## config.mk

```make
export PLATFORM = sky130hd
export DESIGN_NAME = legacy_mem_decoder
export DESIGN_NICKNAME = d
export VERILOG_FILES = /design/src/rtl/legacy_mem_pkg.sv /design/src/rtl/legacy_attr_regs.sv /design/src/rtl/legacy_region_lookup.sv /design/src/rtl/legacy_mem_decoder.sv
export SDC_FILE = /design/constraint.sdc
export NUM_CORES = 1
export LEC_CHECK = 0
export BUFFER_PORTS_ARGS = -buffer_cell sky130_fd_sc_hd__clkbuf_2
export CAP_MARGIN = 20
export CELL_PAD_IN_SITES_DETAIL_PLACEMENT = 0
export CELL_PAD_IN_SITES_GLOBAL_PLACEMENT = 2
export CORE_MARGIN = 5
export CORE_UTILIZATION = 38
export DETAILED_ROUTE_END_ITERATION = 8
export PLACE_DENSITY_LB_ADDON = 0.15
export RECOVER_POWER = 50
export REMOVE_ABC_BUFFERS = 1
export SETUP_SLACK_MARGIN = 0.3
export SLEW_MARGIN = 20
export SYNTH_ARGS = -nofsm -noshare
export SYNTH_HDL_FRONTEND = slang
export SYNTH_HIERARCHICAL = 1
export SYNTH_SLANG_ARGS = --single-unit
```

## constraint.sdc

```tcl
create_clock -name clk -period 2.7 [get_ports clk]
set_clock_uncertainty 0.05 [all_clocks]
set_input_delay 0.135 -clock clk [delete_from_list [all_inputs] [get_ports clk]]
set_output_delay 0.135 -clock clk [all_outputs]
set_load 0.005 [all_outputs]
```

## src/rtl/legacy_mem_pkg.sv

```systemverilog
package legacy_mem_pkg;

    typedef enum logic [1:0] {
        RT_DRAM_RW = 2'd0,
        RT_DRAM_RO = 2'd1,
        RT_BUS     = 2'd2
    } route_t;

    localparam logic [1:0] ATTR_CODE_RW = 2'd3;
    localparam logic [1:0] ATTR_CODE_RO = 2'd1;

    localparam logic [19:0] VIDEO_BASE = 20'hA0000;
    localparam logic [19:0] SEG_BASE   = 20'hC0000;
    localparam int          SEG_SHIFT  = 14;

    function automatic route_t attr_to_route(input logic [1:0] code);
        route_t r;
        unique case (code)
            ATTR_CODE_RW: r = RT_DRAM_RW;
            ATTR_CODE_RO: r = RT_DRAM_RO;
            default:      r = RT_BUS;
        endcase
        return r;
    endfunction

endpackage

```

## src/rtl/legacy_attr_regs.sv

```systemverilog
module legacy_attr_regs #(
    parameter logic [7:0] ATTR_BASE  = 8'h59,
    parameter int         ATTR_BYTES = 7,
    parameter logic [7:0] SMRAM_OFF  = 8'h72,
    parameter logic [7:0] SMRAM_RST  = 8'h02
) (
    input  logic       clk,
    input  logic       rst_n,
    input  logic       wr_en,
    input  logic [7:0] wr_addr,
    input  logic [7:0] wr_data,
    output logic [7:0] attr_q [ATTR_BYTES],
    output logic [7:0] smram_q
);

    for (genvar b = 0; b < ATTR_BYTES; b++) begin : g_attr
        localparam logic [7:0] OFF = ATTR_BASE + 8'(b);
        always_ff @(posedge clk) begin
            if (!rst_n) begin
                attr_q[b] <= 8'h00;
            end else if (wr_en && wr_addr == OFF) begin
                attr_q[b] <= wr_data;
            end
        end
    end

    always_ff @(posedge clk) begin
        if (!rst_n) begin
            smram_q <= SMRAM_RST;
        end else if (wr_en && wr_addr == SMRAM_OFF) begin
            smram_q <= wr_data;
        end
    end

endmodule

```

## src/rtl/legacy_region_lookup.sv

```systemverilog
module legacy_region_lookup
    import legacy_mem_pkg::*;
#(
    parameter int ADDR_W     = 32,
    parameter int ATTR_BYTES = 7
) (
    input  logic [ADDR_W-1:0] addr,
    input  logic [7:0]        attr_q [ATTR_BYTES],
    input  logic [7:0]        smram_q,
    input  logic              smm_active,
    output route_t            route
);

    localparam int SEG_CNT = 2 * (ATTR_BYTES - 1);
    localparam int SEG_W   = (SEG_CNT > 1) ? $clog2(SEG_CNT) : 1;

    logic [1:0]  seg_attr [SEG_CNT];
    logic [19:0] low_addr;
    logic [19:0] seg_off;
    logic [SEG_W-1:0] seg_idx;
    logic        above_1m;
    logic        video_open;

    for (genvar s = 0; s < SEG_CNT; s++) begin : g_seg
        assign seg_attr[s] = attr_q[1 + s/2][4*(s%2) +: 2];
    end

    assign low_addr   = addr[19:0];
    assign above_1m   = |(addr >> 20);
    assign seg_off    = low_addr - SEG_BASE;
    assign seg_idx    = seg_off[SEG_SHIFT +: SEG_W];
    assign video_open = (smm_active && smram_q[3]) || smram_q[6];

    always_comb begin
        if (above_1m || low_addr < VIDEO_BASE) begin
            route = RT_DRAM_RW;
        end else if (low_addr < SEG_BASE) begin
            route = video_open ? RT_DRAM_RW : RT_BUS;
        end else if (low_addr[19:16] == 4'hF) begin
            route = attr_to_route(attr_q[0][5:4]);
        end else if (32'(seg_idx) < SEG_CNT) begin
            route = attr_to_route(seg_attr[seg_idx]);
        end else begin
            route = RT_BUS;
        end
    end

endmodule

```

## src/rtl/legacy_mem_decoder.sv

```systemverilog
module legacy_mem_decoder
    import legacy_mem_pkg::*;
#(
    parameter int         ADDR_W     = 32,
    parameter logic [7:0] ATTR_BASE  = 8'h59,
    parameter int         ATTR_BYTES = 7,
    parameter logic [7:0] SMRAM_OFF  = 8'h72,
    parameter logic [7:0] SMRAM_RST  = 8'h02
) (
    input  logic              clk,
    input  logic              rst_n,
    input  logic              cfg_wr_en,
    input  logic [7:0]        cfg_wr_addr,
    input  logic [7:0]        cfg_wr_data,
    input  logic              smm_active,
    input  logic              acc_valid,
    input  logic              acc_is_write,
    input  logic [ADDR_W-1:0] acc_addr,
    output logic              dram_rd_en,
    output logic              dram_wr_en,
    output logic              fwd_to_bus
);

    logic [7:0] attr_q [ATTR_BYTES];
    logic [7:0] smram_q;
    route_t     route;
    logic       rd_d, wr_d, fwd_d;

    legacy_attr_regs #(
        .ATTR_BASE (ATTR_BASE),
        .ATTR_BYTES(ATTR_BYTES),
        .SMRAM_OFF (SMRAM_OFF),
        .SMRAM_RST (SMRAM_RST)
    ) i_regs (
        .clk    (clk),
        .rst_n  (rst_n),
        .wr_en  (cfg_wr_en),
        .wr_addr(cfg_wr_addr),
        .wr_data(cfg_wr_data),
        .attr_q (attr_q),
        .smram_q(smram_q)
    );

    legacy_region_lookup #(
        .ADDR_W    (ADDR_W),
        .ATTR_BYTES(ATTR_BYTES)
    ) i_lookup (
        .addr      (acc_addr),
        .attr_q    (attr_q),
        .smram_q   (smram_q),
        .smm_active(smm_active),
        .route     (route)
    );

    always_comb begin
        rd_d  = 1'b0;
        wr_d  = 1'b0;
        fwd_d = 1'b0;
        if (acc_valid) begin
            unique case (route)
                RT_DRAM_RW: begin
                    rd_d = !acc_is_write;
                    wr_d = acc_is_write;
                end
                RT_DRAM_RO: begin
                    rd_d = !acc_is_write;
                end
                default: begin
                    fwd_d = 1'b1;
                end
            endcase
        end
    end

    always_ff @(posedge clk) begin
        if (!rst_n) begin
            dram_rd_en <= 1'b0;
            dram_wr_en <= 1'b0;
            fwd_to_bus <= 1'b0;
        end else begin
            dram_rd_en <= rd_d;
            dram_wr_en <= wr_d;
            fwd_to_bus <= fwd_d;
        end
    end

endmodule

```

==> results_dict.tcl, run 1 <==
set metrics [dict create \
    overflow 0 \
    vias 1265 \
    synthCells 156 \
    setup_viol 0 \
    drc 0 \
    swShare 0.231 \
    grt_max_degree 37 \
    peakVddDrop_uv 378 \
    drtIter0Drc 62 \
    dr.pass1.iters 4 \
    drv_slew 0 \
    ant_nets 0 \
    hold_viol 0 \
    ios 57 \
    clkPwrFrac 0.425 \
    floorplan.initialDensity 0.399 \
    tightest_slew_ns 1.48 \
    area_growth_pct 17.6 \
    grt_pass1_wl_mm 6.03 \
    cts_max_level 2 \
    cp_data_required_time_ns 2.85 \
    pwr-share-seq 0.484 \
    wl_per_cell_um 15.3 \
    r2r-end "fwd_to_bus" \
    critical_path.max_fanout 36 \
    p_sw_uw 220 \
    worstSetupEndpointType "register" \
    fin_crit_sh 0.661 \
    crit_path_start "rst_n" \
    combPwrFrac 0.091 \
    cts_tree "yes" \
    powerDensity_mw_per_mm2 494 \
    die-area_mm2 0.00570 \
    hpwl_mm 2.87 \
    reg2reg_slack_ns 0.95 \
    power.leakage_nw 0.829 \
    fin_tns_setup_ns 0 \
    die_h_um 75.5 \
    insertion_delay_ns 0.29 \
    cap_violations 0 \
    final_core_util 0.470 \
    path_clk_slew_ns 0.07 \
    core_region_area_mm2 0.00409 \
    grtUsageTotal 0.145 \
    post-cts-setup-buffers 0 \
    gp_congestion 0.730 \
    cp-start-kind "input pin" \
    endpoint "i_regs/attr_q[12]" \
    row_count 23 \
    final_cell_count_no_fill 242 \
    clock_path_buffers 2 \
    drive_gt1_frac 0.307 \
    slew_headroom 0.0109 \
    grt_pass1_vias 1239 \
    place_inst 233 \
    wirelength_mm 3.70 \
    power.internal_uw 729 \
    port_buffers 40 \
    syn_area_mm2 0.00163 \
    ff2ff_path_depth 6 \
    rsz0062_at_grt "false" \
    cts_sinks 31 \
    viasPerCell 5.23 \
    total_power_uw 949 \
    antenna_found_initial 0 \
    cts_buffers 5 \
    fin_nets 245 \
    avgSynthCellArea_um2 10.5 \
    cp.arrival_ns 1.94 \
    status "finished clean" \
    n_antenna_cell 0 \
    clockRootBuffer "clkbuf_8" \
    crit_type "input pin to register" \
    hold_class "input pin to register" \
    r2r-start "i_regs/attr_q[20]" \
    max_freq_mhz 560 \
    cts_resized 0 \
    yosysWarningCount 6 \
    chipWidth_um 75.5 \
    post-route-min-period_ns 1.79 \
]
==> power groups by stage <==
stage	combinational, mW	sequential [mW]	clock (mW)
4_1_cts	0.0879	0.460	0.410
3_3_place_gp	0.0836	0.470	0
3_5_place_dp	0.0864	0.470	0
5_1_grt	0.0960	0.459	0.439
2_1_floorplan	0.0288	0.470	0
6_report	0.0866	0.460	0.403
==> placed cells by master, fill, tap and decap left out, types with 2 or more instances in the layout <==
cell type,n
nor3_4,2
nand2_1,36
clkbuf_1,4
mux2i_1,31
dfxtp_1,31
clkbuf_8,7
nor2_1,2
nor3_1,3
mux4_2,4
nand3_2,2
or3_1,2
and4bb_2,2
nand4b_1,2
nand3b_1,3
clkbuf_2,37
nor2b_1,2
==> worst min path at each step <==
stage	start	to	slack (ns)	depth (start not counted)
2_1_floorplan	acc_is_write	dram_rd_en	0.16	1
3_3_place_gp	acc_is_write	dram_rd_en	0.26	2
3_5_place_dp	acc_is_write	dram_rd_en	0.27	2
4_1_cts	cfg_wr_data[3]	i_regs/smram_q[3]	0.03	3
5_1_grt	cfg_wr_data[3]	i_regs/smram_q[3]	0.04	3
6_report	cfg_wr_data[3]	i_regs/smram_q[3]	0.02	3
==> final cells by class <==
cell class	instances	area [µm²]
flip-flops and latches	31	621
clock buffers	8	100
inverters	1	3.75
multi-input cells	111	926
well taps	50	62.6
fillers	418	2170
repair buffers	41	206
==> per-stage QoR <==
| stage | instance area (µm²) | hold WS [ns] | worst slack [ns] |
|---|---|---|---|
| 2_1_floorplan | 1550 | 0.162 | 1.10 |
| 3_3_place_gp | 1810 | 0.262 | 0.787 |
| 3_5_place_dp | 1810 | 0.271 | 0.751 |
| 4_1_cts | 1920 | 0.0255 | 0.921 |
| 5_1_grt | 1920 | 0.0390 | 0.674 |
| 6_report | 1920 | 0.0212 | 0.914 |
==> critical path: stages <==
cell      delay [ns]
clkbuf_1        1.05
nand2_1         0.48
mux2i_1         0.26
==> timing repair <==
action	4_1_cts	5_1_grt
endpoints found under the setup margin	0	0
hold buffers	1	0
hold endpoints to repair	1	0
==> flip-flops by register name (all words and copies together) (netlist names) <==
register / cells
dram_rd_en: 1
dram_wr_en: 1
fwd_to_bus: 1
i_regs/attr_q: 26
i_regs/smram_q: 2
==> per-layer routing <==
metal  global-route usage  routed length, µm
met5                    0                  0
met3               0.0330                311
met4               0.0699                 69
met2                0.237               1720
met1                0.180               1600
(Power assumes the default switching activity.)
==> run 2, diff against run 1 <==
ABC_AREA = 1   (was unset)
CORE_UTILIZATION = 28   (was 38)
clock period = 1.62 ns   (was 2.7 ns; I/O delays follow)
==> results_dict.tcl, run 2 <==
set metrics [dict create \
    hold_class "input pin to register" \
    power.internal_mw 1.13 \
    combPwrFrac 0.144 \
    fin_crit_sh 0.773 \
    clkPwrFrac 0.358 \
    drive_gt1_frac 0.204 \
    fin_area_mm2 0.00221 \
    fill_cells 790 \
    hpwl_mm 3.64 \
    p_sw_uw 410 \
    place_inst 410 \
    cp.arrival_ns 1.38 \
    area_growth_pct 14.7 \
    vias 1830 \
    insertion_delay_ns 0.28 \
    timing.hold.ws_ns 0.0669 \
    final_cell_mix "nand2_1, nor2_1, nand3_1" \
    cts_sinks 31 \
    chipWidth_um 93.0 \
    tightest_slew_ns 0.866 \
    syn_area_mm2 0.00193 \
    place_area_mm2 0.00211 \
    drc 0 \
    drv_slew 0 \
    crit_type "input pin to register" \
    n_antenna_cell 0 \
    viasPerCell 4.38 \
    overflow 0 \
    fin_nets 393 \
    yosysWarningCount 6 \
    cap_violations 0 \
    slew_headroom 0.423 \
    clockRootBuffer "clkbuf_8" \
    die-area_mm2 0.00865 \
    avgSynthCellArea_um2 6.22 \
    core_region_area_mm2 0.00676 \
    grt_pass1_vias 1708 \
    peakVddDrop_uv 231 \
    biggestRegsByFlops "i_regs/attr_q x26, i_regs/smram_q x2" \
    grt_max_degree 43 \
    port_buffers 40 \
    clock_path_buffers 2 \
    synthCells 310 \
    critical_path.max_fanout 42 \
    cts_max_level 2 \
    ios 57 \
    floorplan.initialDensity 0.286 \
    path_clk_slew_ns 0.06 \
    antenna_found_initial 0 \
    drtIter0Drc 78 \
    max_freq_mhz 798 \
    pre_cts_ws_ns 0.200 \
    grtUsageTotal 0.125 \
    final_cell_count_no_fill 418 \
    row_count 30 \
    cts_buffers 5 \
    cp_data_required_time_ns 1.75 \
    post-cts-setup-buffers 0 \
    ant_nets 0 \
    wirelength_mm 5.11 \
    grt_pass1_wl_mm 8.38 \
    largest_register "i_regs/attr_q" \
    post-route-min-period_ns 1.25 \
    setup_slack_ns 0.367 \
    status "finished clean" \
    cts_tree "yes" \
    fin_tns_setup_ns 0 \
    cp-start-kind "input pin" \
    gp_congestion 0.669 \
    setup_viol 0 \
    hold_viol 0 \
    final_common_cell "nand2_1" \
    final_core_util 0.327 \
    rsz0062_at_grt "true" \
    worstSetupEndpointType "register" \
    die_h_um 93.0 \
    swShare 0.266 \
    largest_register_ffs 26 \
    total_power_mw 1.54 \
    power.leakage_nw 1.01 \
    wl_per_cell_um 12.2 \
    pwr-share-seq 0.498 \
    powerDensity_mw_per_mm2 697 \
    dr.pass1.iters 4 \
]
run 2: power by group through the flow:
stage                     logic, mW  clock network (mW)  registers (mW)
after global routing          0.251               0.618           0.767
after CTS                     0.224               0.582           0.767
after global placement        0.220                   0           0.784
after floorplan               0.105                   0           0.784
after detailed placement      0.220                   0           0.784
final                         0.222               0.552           0.767
run 2: timing repair:
action,4_1_cts,5_1_grt
hold buffers,2,0
setup endpoints to repair,0,3
gates resized for setup,0,8
hold endpoints to repair,3,0
run 2: worst max-delay path, cell delays in order:
cell and delay [ns]:
clkbuf_1 0.10, inv_1 0.06, nand2_1 0.09, nor2_4 0.08, clkbuf_2 0.66, nand3_1 0.15
nand2_1 0.09, nor2_1 0.04
run 2: cell type report:
class | count | area (µm²) | share of cell area
well taps | 80 | 100 | 0.0452
multi-input cells | 222 | 1050 | 0.476
clock buffers | 6 | 72.6 | 0.0328
inverters | 34 | 128 | 0.0577
flip-flops and latches | 31 | 622 | 0.281
repair buffers | 45 | 238 | 0.107
run 2: worst paths after layout:
| kind | from | endpoint | slack [ns] | cells past startpoint |
|---|---|---|---|---|
| worst min register to register | i_regs/attr_q[1] | i_regs/attr_q[1] | 0.43 | 2 |
| worst min-delay path | cfg_wr_data[3] | i_regs/smram_q[3] | 0.07 | 5 |
| worst max-delay path | cfg_wr_addr[5] | i_regs/attr_q[25] | 0.37 | 8 |
| worst max register to register | i_regs/attr_q[28] | dram_wr_en | 0.38 | 11 |
run 2: routing by layer:
metal | track usage | up-vias | routed length (µm)
met1 | 0.169 | 791 | 2500
met2 | 0.200 | 22 | 2400
li1 | - | 1013 | -
met5 | 0 | - | 0
met4 | 0.0440 | 0 | 65
met3 | 0.0217 | 4 | 137
